<file path="src/rtl/flash_pwr_pkg.sv">
package flash_pwr_pkg;

   typedef enum logic [2:0] {
      RS_IDLE  = 3'd0,
      RS_LOW   = 3'd1,
      RS_WAIT  = 3'd2,
      RS_HELD  = 3'd3,
      RS_RECOV = 3'd4
   } rst_state_t;

   function automatic int max_of(input int a, input int b);
      return (a > b) ? a : b;
   endfunction

   function automatic int cnt_bits(input int v);
      return (v < 2) ? 1 : $clog2(v + 1);
   endfunction

endpackage

</file>
<file path="src/rtl/fps_addr_watch.sv">
module fps_addr_watch #(
   parameter int AW    = 8,
   parameter int T_ACC = 4,
   parameter int T_SLP = 12
) (
   input  logic          clk,
   input  logic          rst_n,
   input  logic [AW-1:0] addr,
   output logic          addr_ready_o,
   output logic          sleep_o
);
   import flash_pwr_pkg::*;

   localparam int ACW = cnt_bits(T_ACC);
   localparam int SCW = cnt_bits(T_SLP);

   logic [AW-1:0]  addr_q;
   logic [AW-1:0]  bit_diff;
   logic           chg;
   logic [ACW-1:0] acc_cnt;
   logic [SCW-1:0] slp_cnt;

   for (genvar i = 0; i < AW; i++) begin : g_diff
      assign bit_diff[i] = addr[i] ^ addr_q[i];
   end
   assign chg = |bit_diff;

   always_ff @(posedge clk) begin
      if (!rst_n) begin
         addr_q  <= '0;
         acc_cnt <= ACW'(T_ACC);
         slp_cnt <= SCW'(T_SLP);
      end else begin
         addr_q <= addr;
         if (chg)
            acc_cnt <= ACW'(T_ACC);
         else if (acc_cnt != '0)
            acc_cnt <= acc_cnt - 1'b1;
         if (chg)
            slp_cnt <= SCW'(T_SLP);
         else if (slp_cnt != '0)
            slp_cnt <= slp_cnt - 1'b1;
      end
   end

   assign addr_ready_o = (acc_cnt == '0);
   assign sleep_o      = (slp_cnt == '0);

   assert_addr_restart_R4: assert property (@(posedge clk) disable iff (!rst_n)
      chg |=> !addr_ready_o);

   assert_sleep_exit_R5: assert property (@(posedge clk) disable iff (!rst_n)
      chg |=> !sleep_o);

endmodule

</file>
<file path="src/rtl/fps_standby_gate.sv">
module fps_standby_gate #(
   parameter int T_CE = 6
) (
   input  logic clk,
   input  logic rst_n,
   input  logic ce_n,
   input  logic pin_rst_n,
   input  logic eng_busy,
   output logic stby_o,
   output logic ce_ready_o
);
   import flash_pwr_pkg::*;

   localparam int CCW = cnt_bits(T_CE);

   logic           stby_q;
   logic [CCW-1:0] ce_cnt;

   always_ff @(posedge clk) begin
      if (!rst_n) begin
         stby_q <= 1'b0;
         ce_cnt <= CCW'(T_CE);
      end else begin
         stby_q <= ce_n & pin_rst_n & ~eng_busy;
         if (stby_q)
            ce_cnt <= CCW'(T_CE);
         else if (ce_cnt != '0)
            ce_cnt <= ce_cnt - 1'b1;
      end
   end

   assign stby_o     = stby_q;
   assign ce_ready_o = (ce_cnt == '0);

   assert_busy_keeps_active_R2: assert property (@(posedge clk) disable iff (!rst_n)
      eng_busy |=> !stby_o);

   assert_ce_access_R3: assert property (@(posedge clk) disable iff (!rst_n)
      $fell(stby_o) |-> !ce_ready_o);

endmodule

</file>
<file path="src/rtl/fps_reset_ctrl.sv">
module fps_reset_ctrl #(
   parameter int T_RP       = 3,
   parameter int T_RDY_EMB  = 20,
   parameter int T_RDY_IDLE = 5,
   parameter int T_RH       = 4
) (
   input  logic clk,
   input  logic rst_n,
   input  logic pin_rst_n,
   input  logic eng_busy,
   output logic rst_idle_o,
   output logic hold_busy_o,
   output logic strobe_o,
   output logic abort_o
);
   import flash_pwr_pkg::*;

   localparam int TMAX = max_of(max_of(T_RP, T_RH), max_of(T_RDY_EMB, T_RDY_IDLE));
   localparam int CW   = cnt_bits(TMAX);

   rst_state_t    state_q;
   logic [CW-1:0] pw_cnt;
   logic [CW-1:0] rdy_cnt;
   logic [CW-1:0] rh_cnt;
   logic          emb_q;
   logic          strobe_q;
   logic          abort_q;

   always_ff @(posedge clk) begin
      if (!rst_n) begin
         state_q  <= RS_IDLE;
         pw_cnt   <= '0;
         rdy_cnt  <= '0;
         rh_cnt   <= '0;
         emb_q    <= 1'b0;
         strobe_q <= 1'b0;
         abort_q  <= 1'b0;
      end else begin
         strobe_q <= 1'b0;
         abort_q  <= 1'b0;
         case (state_q)
            RS_IDLE: begin
               if (!pin_rst_n) begin
                  state_q <= RS_LOW;
                  pw_cnt  <= CW'(1);
               end
            end
            RS_LOW: begin
               if (pin_rst_n) begin
                  state_q <= RS_IDLE;
               end else if (pw_cnt == CW'(T_RP - 1)) begin
                  state_q  <= RS_WAIT;
                  rdy_cnt  <= eng_busy ? CW'(T_RDY_EMB) : CW'(T_RDY_IDLE);
                  emb_q    <= eng_busy;
                  strobe_q <= 1'b1;
                  abort_q  <= eng_busy;
               end else begin
                  pw_cnt <= pw_cnt + 1'b1;
               end
            end
            RS_WAIT: begin
               if (rdy_cnt <= CW'(1)) begin
                  emb_q <= 1'b0;
                  if (pin_rst_n) begin
                     state_q <= RS_RECOV;
                     rh_cnt  <= CW'(T_RH);
                  end else begin
                     state_q <= RS_HELD;
                  end
               end else begin
                  rdy_cnt <= rdy_cnt - 1'b1;
               end
            end
            RS_HELD: begin
               if (pin_rst_n) begin
                  state_q <= RS_RECOV;
                  rh_cnt  <= CW'(T_RH);
               end
            end
            RS_RECOV: begin
               if (!pin_rst_n) begin
                  state_q <= RS_LOW;
                  pw_cnt  <= CW'(1);
               end else if (rh_cnt <= CW'(1)) begin
                  state_q <= RS_IDLE;
               end else begin
                  rh_cnt <= rh_cnt - 1'b1;
               end
            end
            default: state_q <= RS_IDLE;
         endcase
      end
   end

   assign rst_idle_o  = (state_q == RS_IDLE);
   assign hold_busy_o = (state_q == RS_WAIT) & emb_q;
   assign strobe_o    = strobe_q;
   assign abort_o     = abort_q;

   assert_pin_low_ignored_R7: assert property (@(posedge clk) disable iff (!rst_n)
      !pin_rst_n |=> !rst_idle_o);

   assert_abort_with_strobe_R8: assert property (@(posedge clk) disable iff (!rst_n)
      abort_o |-> strobe_o);

   assert_strobe_single_R8: assert property (@(posedge clk) disable iff (!rst_n)
      strobe_o |=> !strobe_o);

   assert_abort_holds_busy_R9: assert property (@(posedge clk) disable iff (!rst_n)
      abort_o |-> hold_busy_o);

   assert_strobe_only_in_reset_R6: assert property (@(posedge clk) disable iff (!rst_n)
      strobe_o |-> !rst_idle_o);

endmodule

</file>
<file path="src/rtl/flash_pwr_seq.sv">
module flash_pwr_seq #(
   parameter int AW          = 8,
   parameter int T_CE        = 6,
   parameter int T_ACC       = 4,
   parameter int T_SLP_EXTRA = 8,
   parameter int T_RP        = 3,
   parameter int T_RDY_EMB   = 20,
   parameter int T_RDY_IDLE  = 5,
   parameter int T_RH        = 4
) (
   input  logic          clk,
   input  logic          rst_n,
   input  logic          ce_n,
   input  logic          oe_n,
   input  logic          we_n,
   input  logic          pin_rst_n,
   input  logic [AW-1:0] addr,
   input  logic          eng_busy,
   output logic          out_drive_en,
   output logic          data_valid,
   output logic          data_hold,
   output logic          in_standby,
   output logic          ready_busy_n,
   output logic          cmd_ignore,
   output logic          read_array_strobe,
   output logic          abort_pulse
);

   localparam int T_SLP = T_ACC + T_SLP_EXTRA;

   if (AW < 1) begin : g_bad_aw
      $error("flash_pwr_seq: AW must be at least 1");
   end
   if (T_RP < 2) begin : g_bad_rp
      $error("flash_pwr_seq: T_RP must be at least 2");
   end
   if (T_RH < 1 || T_RDY_EMB < 1 || T_RDY_IDLE < 1) begin : g_bad_rdy
      $error("flash_pwr_seq: ready and recovery times must be at least 1");
   end
   if (T_CE < 1 || T_ACC < 1) begin : g_bad_acc
      $error("flash_pwr_seq: access times must be at least 1");
   end

   logic addr_ready;
   logic sleep;
   logic stby;
   logic ce_ready;
   logic rst_idle;
   logic hold_busy;

   fps_addr_watch #(
      .AW    (AW),
      .T_ACC (T_ACC),
      .T_SLP (T_SLP)
   ) u_addr (
      .clk          (clk),
      .rst_n        (rst_n),
      .addr         (addr),
      .addr_ready_o (addr_ready),
      .sleep_o      (sleep)
   );

   fps_standby_gate #(
      .T_CE (T_CE)
   ) u_stby (
      .clk        (clk),
      .rst_n      (rst_n),
      .ce_n       (ce_n),
      .pin_rst_n  (pin_rst_n),
      .eng_busy   (eng_busy),
      .stby_o     (stby),
      .ce_ready_o (ce_ready)
   );

   fps_reset_ctrl #(
      .T_RP       (T_RP),
      .T_RDY_EMB  (T_RDY_EMB),
      .T_RDY_IDLE (T_RDY_IDLE),
      .T_RH       (T_RH)
   ) u_rst (
      .clk         (clk),
      .rst_n       (rst_n),
      .pin_rst_n   (pin_rst_n),
      .eng_busy    (eng_busy),
      .rst_idle_o  (rst_idle),
      .hold_busy_o (hold_busy),
      .strobe_o    (read_array_strobe),
      .abort_o     (abort_pulse)
   );

   assign out_drive_en = ~ce_n & ~oe_n & we_n & ~stby & rst_idle;
   assign data_valid   = ~stby & ce_ready & addr_ready & rst_idle;
   assign data_hold    = sleep;
   assign in_standby   = stby;
   assign ready_busy_n = ~eng_busy & ~hold_busy;
   assign cmd_ignore   = ~rst_idle;

   assert_standby_quiet_R1: assert property (@(posedge clk) disable iff (!rst_n)
      in_standby |-> (!out_drive_en && !data_valid));

   assert_abort_busy_pin_R9: assert property (@(posedge clk) disable iff (!rst_n)
      abort_pulse |-> !ready_busy_n);

endmodule

</file>
<file path="config.mk">
export PLATFORM = sky130hd
export DESIGN_NAME = flash_pwr_seq
export DESIGN_NICKNAME = d
export VERILOG_FILES = /design/src/rtl/flash_pwr_pkg.sv /design/src/rtl/fps_addr_watch.sv /design/src/rtl/fps_standby_gate.sv /design/src/rtl/fps_reset_ctrl.sv /design/src/rtl/flash_pwr_seq.sv
export SDC_FILE = /design/constraint.sdc
export NUM_CORES = 1
export LEC_CHECK = 0
export BUFFER_PORTS_ARGS = -buffer_cell sky130_fd_sc_hd__buf_2
export CORE_ASPECT_RATIO = 0.7
export CORE_UTILIZATION = 31
export DETAILED_ROUTE_END_ITERATION = 7
export PLACE_DENSITY_LB_ADDON = 0.25
export SLEW_MARGIN = 5
export SYNTH_ARGS = -nofsm -noshare
export SYNTH_HDL_FRONTEND = slang
export SYNTH_SLANG_ARGS = --single-unit
export TNS_END_PERCENT = 5
</file>
<file path="constraint.sdc">
create_clock -name clk -period 3.94 [get_ports clk]
set_clock_uncertainty 0.2 [all_clocks]
set_input_delay 0.591 -clock clk [delete_from_list [all_inputs] [get_ports clk]]
set_output_delay 0.591 -clock clk [all_outputs]
set_load 0.005 [all_outputs]
</file>
; Yosys cells after proc, flatten, opt, wreduce, memory -nomap -nowiden
; Index checks and enable logic that the tools add are counted.
[totals]
ff_bits = 40
in_bits = 15
output_inout_bits = 8
word_cells = 113
[op_classes]
n_addsub = 6
n_lt_le_gt_ge = 2
eq_ne = 17
mux = 28
bitwise = 28
n_reduce_logical = 20
[op_table]
columns = op, count
row1 = $mux 5, 11
row2 = $mux 3, 8
row3 = $pmux 5 s2, 2
row4 = $ne 2x2->1 const B, 8
row5 = $reduce_and 4->1, 4
row6 = $pmux 3 s5, 1
row7 = $pmux 5 s3, 1
row8 = $and 1x1->1, 11
row9 = $le 5x1->1 const B, 2
row10 = $sub 5x1->5 const B, 2
row11 = $logic_not 3->1, 3
row12 = $not 1->1, 9
row13 = $reduce_bool 3->1, 3
row14 = $reduce_or 9->1, 1
row15 = $xor 1x1->1, 8
row16 = $eq 3x2->1 const B, 2
row17 = $ne 3x2->1 const B, 2
row18 = $sub 3x1->3 const B, 2
row19 = $add 5x1->5 const B, 1
row20 = $eq 5x2->1 const B, 1
row21 = $reduce_and 5->1, 1
row22 = $logic_not 4->1, 1
row23 = $mux 1, 4
row24 = $ne 2x1->1 const B, 2
row25 = other kinds (9), 11

; Logic depth before layout (Yosys ltp)
; Gate-level depths: netlist (run 1).
[depth]
word_depth = 5
depth_mapped = 7

; Modules after synthesis
; A second synthesis (run 1) with hierarchy kept.
[hier_totals]
hier_cells = 218
hier_area_um2 = 2050.7
[modules_own_cells]
columns = mod, n_inst, cells_each, area_each_um2, seq_area_each_um2
row1 = fps_reset_ctrl, 1, 132, 1162.4, 420.4
row2 = fps_addr_watch, 1, 62, 656.9, 300.3
row3 = fps_standby_gate, 1, 18, 196.4, 80.1
row4 = flash_pwr_seq, 1, 6, 35.0, 0.0

; Worst setup path after synthesis (run 1)
; OpenSTA, ideal clock, no wires.
[synth_path]
kind = flip-flop to output port
start = register u_rst.state_q[0]
end = output port out_drive_en
t_arrival_ns = 1.376
required_time_ns = 3.149
setup_slack_ns = 1.773
stages_incl_launch_ff = 5
path_cell_list = dfxtp_1 -> buf_2 -> or3_1 -> or2_1 -> nor4b_2
[synth_between]
elab_chain_cells = 2
[synth_lines]
columns = element, line_no
row1 = from (decl), fps_reset_ctrl.sv:21  ; rst_state_t state_q;
row2 = from (signal assigned), fps_reset_ctrl.sv:31  ; state_q <= RS_IDLE;
row3 = from (signal assigned), fps_reset_ctrl.sv:44  ; state_q <= RS_LOW;
row4 = from (signal assigned), fps_reset_ctrl.sv:50  ; state_q <= RS_IDLE;
row5 = $logic_not 3->1, fps_reset_ctrl.sv:95  ; assign rst_idle_o = (state_q == RS_IDLE);
row6 = $and 1x1->1, flash_pwr_seq.sv:91  ; assign out_drive_en = ~ce_n & ~oe_n & we_n & ~stby & rst_idle;
row7 = to (decl), flash_pwr_seq.sv:19  ; output logic out_drive_en,
; No other way between the ends.

; Final worst setup path (run 1)
[layout_path]
start = register u_rst.state_q[2]
end = output port out_drive_en
; Same word-level chain as after synthesis.

==> Flow_metrics.wiki, run 1 <==
{| class="wikitable"
! Metric !! Value
|-
| Max-slew violation total from the final report || 0
|-
| H-tree Lvls || 2
|-
| First-iteration detailed-routing DRC count || 71
|-
| Part of the Yosys area used for sequential elements || 37.5%
|-
| P_leak || ~0.00095 uW
|-
| Power per standard cell area || 363 nW/um^2
|-
| Number of flops mapped to enable cells by yosys || 0
|-
| CP max stage delay || 450 ps
|-
| Share of cells above drive strength 1 || 17.7%
|-
| Clock-pin slew on the worst setup and hold paths || about 80 ps
|-
| Worst Setup Path Type || flop to output port
|-
| Clk sink count || 40
|-
| Fmax || 0.385 GHz
|-
| Wire length of the first global-routing pass || 6860 um
|-
| Final setup violation count || 0
|-
| Data arrival time of the critical path || 1810 ps
|-
| Die Y || 71.5 um
|-
| Quantity of gates resized following cts || 0
|-
| Result of the run || finished clean
|-
| Via-to-Cell Ratio || approximately 4.8
|-
| Share of the clock period used by the worst path after layout || 66.0%
|-
| Hold Path Class || flop to flop
|-
| Post-Route WL || approximately 4000 um
|-
| Cell with the largest stage delay on the worst path || sky130_fd_sc_hd__dfxtp_1
|-
| Synth-to-Final Area Change || 14.2%
|-
| Clock insertion delay at the later pin of the skew report || slightly below 300 ps
|-
| Leading cell type in the layout, fill and taps excluded || sky130_fd_sc_hd__dfxtp_1
|-
| Total number of vias || ~1600
|-
| Launching element type of the critical path || flop
|-
| Nets || 280
|-
| WP buf/inv || 1
|-
| # diodes || 0
|-
| Max clock buf depth || 2
|-
| Number of search-and-repair iterations in the first detailed-routing pass || 4
|-
| Clock root buffer || sky130_fd_sc_hd__clkbuf_8
|-
| Final hold slack || 265 ps
|-
| Library cell occupying the most area in the post-synthesis netlist || sky130_fd_sc_hd__dfxtp_1
|-
| Number of antenna violations at the first check in global routing || 0
|-
| CP max FO || 11
|-
| Actual transition at the worst max-transition pin || 606 ps
|-
| Worst-case vdd ir drop || 0.000182 V
|-
| Boundary Pins || 23
|-
| Mapped Area || 2140 sq um
|-
| TritonCTS clock tree || done
|-
| Die X || 101 um
|-
| Final RePlAce weighted congestion || between 0.7 and 0.8
|-
| Post-DRT Antenna Nets || 0
|-
| Area enclosed by the die boundary || 7230 sq um
|-
| Post-Syn Instances || 234
|-
| Post-layout power || 886 uW
|-
| Yosys cell types || 57
|-
| Remaining Overflow, GRT || 0
|-
| Overall fraction of global-route tracks in use || approximately 12%
|-
| Cell family contributing the most delay on the critical path || simple AND/OR/NAND/NOR gates
|-
| Via count of the first global-routing pass || 1487
|-
| Critical path capture point type || output port
|-
| Slew margin rel. || 59.3%
|-
| Post-Route Setup TNS || 0 ps
|-
| Most common flop cell mapped by yosys || sky130_fd_sc_hd__dfxtp_1
|-
| Critical Path, Cell by Cell || or3_1, or2_1, nor4b_2, buf_2
|-
| Yosys warning count || 0
|-
| Final HPWL from detailed placement || 2840 um
|-
| CTS Hold Bufs || 0
|-
| Hold Fails Final Rpt || 0
|-
| Required time reported for the critical path endpoint || 3150 ps
|-
| Post-CTS setup repair buffer count || 0
|-
| Max-cap violation count || 0
|-
| Leading cell types by total area after synthesis || sky130_fd_sc_hd__dfxtp_1 37%, sky130_fd_sc_hd__ha_1 6.4%, sky130_fd_sc_hd__xnor2_1 4.5%, sky130_fd_sc_hd__and2_1 3.5%, sky130_fd_sc_hd__nand2_1 3.5%
|-
| Per-cell routed wire length || between 10 and 15 um
|-
| Area share of the largest cell type after synthesis || 37.5%
|-
| Setup repair after global routing missed its margin || false
|-
| Highest-count cells in the layout ignoring fill and taps || 40 x sky130_fd_sc_hd__dfxtp_1, 22 x sky130_fd_sc_hd__buf_2, 20 x sky130_fd_sc_hd__nand2_1
|-
| Final min period || 2600 ps
|-
| Drt drc || 0
|-
| Area of the core region || 6430 sq um
|-
| Number of clock buffers inserted by TritonCTS || 5
|-
| Syn Area/Cell || 9.13 sq um
|-
| Register bit count reported by yosys || 40
|-
| Initial core utilization || 33.3%
|-
| Net Count, Synth || 260
|-
| Synth async-reset ratio || 0%
|-
| Pin count of the biggest net entering global routing || 28
|-
| Buffers on Ports || 22
|-
| Total number of placement rows || 24
|}
## worst paths after layout
check	slack, ps	from	cells after the start	to
setup reg to reg	1820	u_rst.state_q[0]	4	u_rst.rdy_cnt[0]
hold reg to reg	260	u_stby.stby_o	1	u_stby.ce_cnt[0]
hold / removal	260	u_stby.stby_o	1	u_stby.ce_cnt[0]
setup / recovery	1340	u_rst.state_q[2]	4	out_drive_en
## flip-flops by register name, summed over array words and instances, names as in the netlist
name            count
u_addr.slp_cnt      4
u_rst.strobe_o      1
u_stby.ce_cnt       3
u_rst.rdy_cnt       5
u_rst.pw_cnt        5
u_stby.stby_o       1
u_addr.addr_q       8
u_addr.acc_cnt      3
u_rst.abort_o       1
u_rst.rh_cnt        5
u_rst.state_q       3
u_rst.emb_q         1
## cell type report
type                    count  area (sq um)
flip-flops and latches     40           801
multi-input cells         165          1210
well taps                  91           114
inverters                  20          75.1
clock buffers               5          68.8
fillers                   670          3990
repair buffers             22           110
clock inverters             2          60.1
## cells by family after synthesis
logic type | count (synthesis) | share of synthesized area, %
DFF | 40 | 37.5
muxes | 5 | 2.40
AOI/OAI and AO/OA | 51 | 19.3
xor gates and xnor gates | 12 | 4.92
and+or+nand+nor | 86 | 23.7
adders and majority gates | 11 | 6.44
buffers and inverters | 29 | 5.80
## worst reg2reg max path, cell delays in order, from the launching register on
cell                       delay [ps]
sky130_fd_sc_hd__dfxtp_1          630
sky130_fd_sc_hd__nor4b_2          470
sky130_fd_sc_hd__and2_1           390
sky130_fd_sc_hd__o221ai_1         180
sky130_fd_sc_hd__o211a_1          160
## stage by stage
stage | utilization [%] | setup slack [ps] | std cells | instance area (sq um)
detailed placement | 36.0 | 1640 | 338 | 2310
finish | 38.0 | 1340 | 345 | 2440
global placement | 36.0 | 1680 | 338 | 2310
CTS | 38.0 | 1320 | 345 | 2440
floorplan | - | 1770 | 234 | 2140
global route | 38.0 | 1210 | 345 | 2440
## where the power goes
group | internal [uW] | total, uW | switching (uW)
combinational | 29.2 | 63.8 | 34.6
sequential | 415 | 424 | 8.39
clock | 249 | 399 | 149
total | 694 | 886 | 192
## cells in the mapped netlist, types with 5 or more instances
cell                       number
sky130_fd_sc_hd__nor3_1         7
sky130_fd_sc_hd__inv_1         19
sky130_fd_sc_hd__xnor2_1       11
sky130_fd_sc_hd__dfxtp_1       40
sky130_fd_sc_hd__nor2_1        11
sky130_fd_sc_hd__ha_1          11
sky130_fd_sc_hd__nand3_1        7
sky130_fd_sc_hd__a211oi_1       5
sky130_fd_sc_hd__a21oi_1       10
sky130_fd_sc_hd__o211ai_1       5
sky130_fd_sc_hd__o21ai_0        6
sky130_fd_sc_hd__and2_1        12
sky130_fd_sc_hd__nand2_1       20
## metal layers
layer  part of all wire, %  wire [um]  vias to the layer above  track usage, %
met1                    56       2210                      734            17.3
li1                      -          -                      868               -
met3                   4.6        181                        5            3.90
met4                   1.2         48                        0            4.35
met2                    39       1530                       32            17.0
met5                     0          0                        -               0
Power figures use the tool's default switching activity.
==> run 2: changes to the inputs <==
Clock period 3.94 ns to 2.55 ns, I/O delays scaled along.
==> Flow_metrics.wiki, run 2 (synthesis results as in run 1) <==
{| class="wikitable"
! Metric !! Value
|-
| Worst Setup Path Type || flop to output port
|-
| Share of the clock period used by the worst path after layout || 91.3%
|-
| Launching element type of the critical path || flop
|-
| Setup repair after global routing missed its margin || false
|-
| Highest-count cells in the layout ignoring fill and taps || 40 x sky130_fd_sc_hd__dfxtp_1, 22 x sky130_fd_sc_hd__buf_2, 20 x sky130_fd_sc_hd__nand2_1
|-
| Pin count of the biggest net entering global routing || 17 (-39%)
|-
| Initial core utilization || 33.3% (unchanged)
|-
| Worst-case vdd ir drop || 0.000196 V (+7.6%)
|-
| Number of antenna violations at the first check in global routing || 0 (unchanged)
|-
| Final min period || 2330 ps
|-
| Post-CTS setup repair buffer count || 0 (unchanged)
|-
| CTS Hold Bufs || 0 (unchanged)
|-
| TritonCTS clock tree || done
|-
| Quantity of gates resized following cts || 0 (unchanged)
|-
| Required time reported for the critical path endpoint || 1970 ps (-1180 ps)
|-
| Cell with the largest stage delay on the worst path || sky130_fd_sc_hd__dfxtp_1
|-
| Data arrival time of the critical path || 1750 ps (-60 ps)
|-
| Cell family contributing the most delay on the critical path || simple AND/OR/NAND/NOR gates
|-
| Leading cell type in the layout, fill and taps excluded || sky130_fd_sc_hd__dfxtp_1
|-
| Die X || 101 um (unchanged)
|-
| Clk sink count || 40 (unchanged)
|-
| Fmax || 0.429 GHz
|-
| Power per standard cell area || 490 nW/um^2 (+35%)
|-
| First-iteration detailed-routing DRC count || 41 (-42%)
|-
| P_leak || 0.000959 uW (+0.67%)
|-
| Post-Place Cell Area || 2350 sq um (+1.6%)
|-
| Max clock buf depth || 2 (unchanged)
|-
| Nets || 285 (+1.8%)
|-
| Total number of placement rows || 24 (unchanged)
|-
| H-tree Lvls || 2 (unchanged)
|-
| Critical Path, Cell by Cell || or3_1, or2_1, nor4b_2, buf_2
|-
| Per-cell routed wire length || 11.4 um (-0.57%)
|-
| Largest Register || u_addr.addr_q
|-
| Total number of vias || 1651 (+0.73%)
|-
| Number of search-and-repair iterations in the first detailed-routing pass || 4 (unchanged)
|-
| Hold Path Class || input port to flop
|-
| Max-cap violation count || 0 (unchanged)
|-
| CP max stage delay || 450 ps (about the same)
|-
| Remaining Overflow, GRT || 0 (unchanged)
|-
| WP buf/inv || 1 (unchanged)
|-
| Clock insertion delay at the later pin of the skew report || 290 ps (about the same)
|-
| Slew margin rel. || 60.1% (+0.81 points)
|-
| Via count of the first global-routing pass || 1482 (-0.34%)
|-
| Number of cells on the worst reg-to-reg path || 4 (unchanged)
|-
| Cell count of the worst hold path || 2 (+1)
|-
| Post-Route Setup TNS || 0 ps (unchanged)
|-
| Flip-flop count of the largest register after layout || 8 (unchanged)
|-
| Final RePlAce weighted congestion || 0.801 (+8.0%)
|-
| Buffers on Ports || 22 (unchanged)
|-
| Clock-pin slew on the worst setup and hold paths || 80 ps (about the same)
|-
| Number of clock buffers inserted by TritonCTS || 5 (unchanged)
|-
| Post-DRT Antenna Nets || 0 (unchanged)
|-
| Overall fraction of global-route tracks in use || 12.3% (+0.15 points)
|-
| Via-to-Cell Ratio || 4.70 (-0.99%)
|-
| Die Y || 71.5 um (unchanged)
|-
| Area of the core region || 6430 sq um (unchanged)
|-
| Wire length of the first global-routing pass || 6980 um (+1.7%)
|-
| Drt drc || 0 (unchanged)
|-
| Result of the run || finished clean
|-
| Hold Fails Final Rpt || 0 (unchanged)
|-
| Number of fill cells || 684 (+2.1%)
|-
| CP max FO || 14 (+3)
|-
| Post-Route WL || 4020 um (+1.2%)
|-
| Cell depth of the worst setup path || 4 (unchanged)
|-
| Final setup violation count || 0 (unchanged)
|-
| Actual transition at the worst max-transition pin || 594 ps (-12.0 ps)
|-
| Final HPWL from detailed placement || 2940 um (+3.7%)
|-
| Finished layout cell area || 2440 sq um (+0.10%)
|-
| Synth-to-Final Area Change || 14.3%
|-
| Boundary Pins || 23 (unchanged)
|-
| Max-slew violation total from the final report || 0 (unchanged)
|-
| Share of cells above drive strength 1 || 19.2% (+1.5 points)
|-
| Clock root buffer || sky130_fd_sc_hd__clkbuf_8
|-
| # diodes || 0 (unchanged)
|-
| Critical path capture point type || output port
|-
| Area enclosed by the die boundary || 7230 sq um (unchanged)
|}
## run 2: through the flow
step                setup WS [ps]  instances  power [uW]  utilization (%)  hold slack (ps)
global placement              555        343         772             36.6              261
floorplan                     592        234         739                -              254
CTS                           198        351        1220             38.0              118
detailed placement            527        343         773             36.6              249
finish                        222        351        1200             38.0              123
global route                 76.5        351        1270             38.0              117
## run 2: final cells by class
cell class | count | area, sq um | area share (%)
clock inverter | 1 | 7.51 | 0.307
timing repair buffer | 27 | 148 | 6.04
multi-input combinational | 165 | 1210 | 49.6
inverter | 20 | 75.1 | 3.07
clock buffer | 7 | 86.3 | 3.53
sequential | 40 | 801 | 32.8
tap | 91 | 114 | 4.66
## run 2: metal layers
metal  global-route usage, %  vias to the layer above  part of all wire (%)
met5                       0                        -                     0
met4                    3.38                        0                   1.0
met3                    3.22                        5                   3.4
met2                    17.4                       23                    39
met1                    18.3                      747                    57
li1                        -                      876                     -
## run 2: worst paths after layout
check                   start          endpoint  slack, ps
max          u_rst.state_q[1]      out_drive_en        220
min                   addr[7]  u_addr.addr_q[7]        120
max reg2reg  u_rst.state_q[1]  u_rst.rdy_cnt[4]        550
min reg2reg     u_stby.stby_o  u_stby.ce_cnt[0]        260
## run 2: where the power goes
group	switching [uW]	internal [uW]
Sequential	10.0	642
Clock	221	220
Combinational	56.9	47.9
Total	288	910
## run 2: worst register-to-register path: stages (launching register included)
cell and delay (ps):
sky130_fd_sc_hd__dfxtp_1 610, sky130_fd_sc_hd__or3b_4 460, sky130_fd_sc_hd__a21oi_4 260, sky130_fd_sc_hd__a2bb2o_4 250, sky130_fd_sc_hd__o22ai_1 150
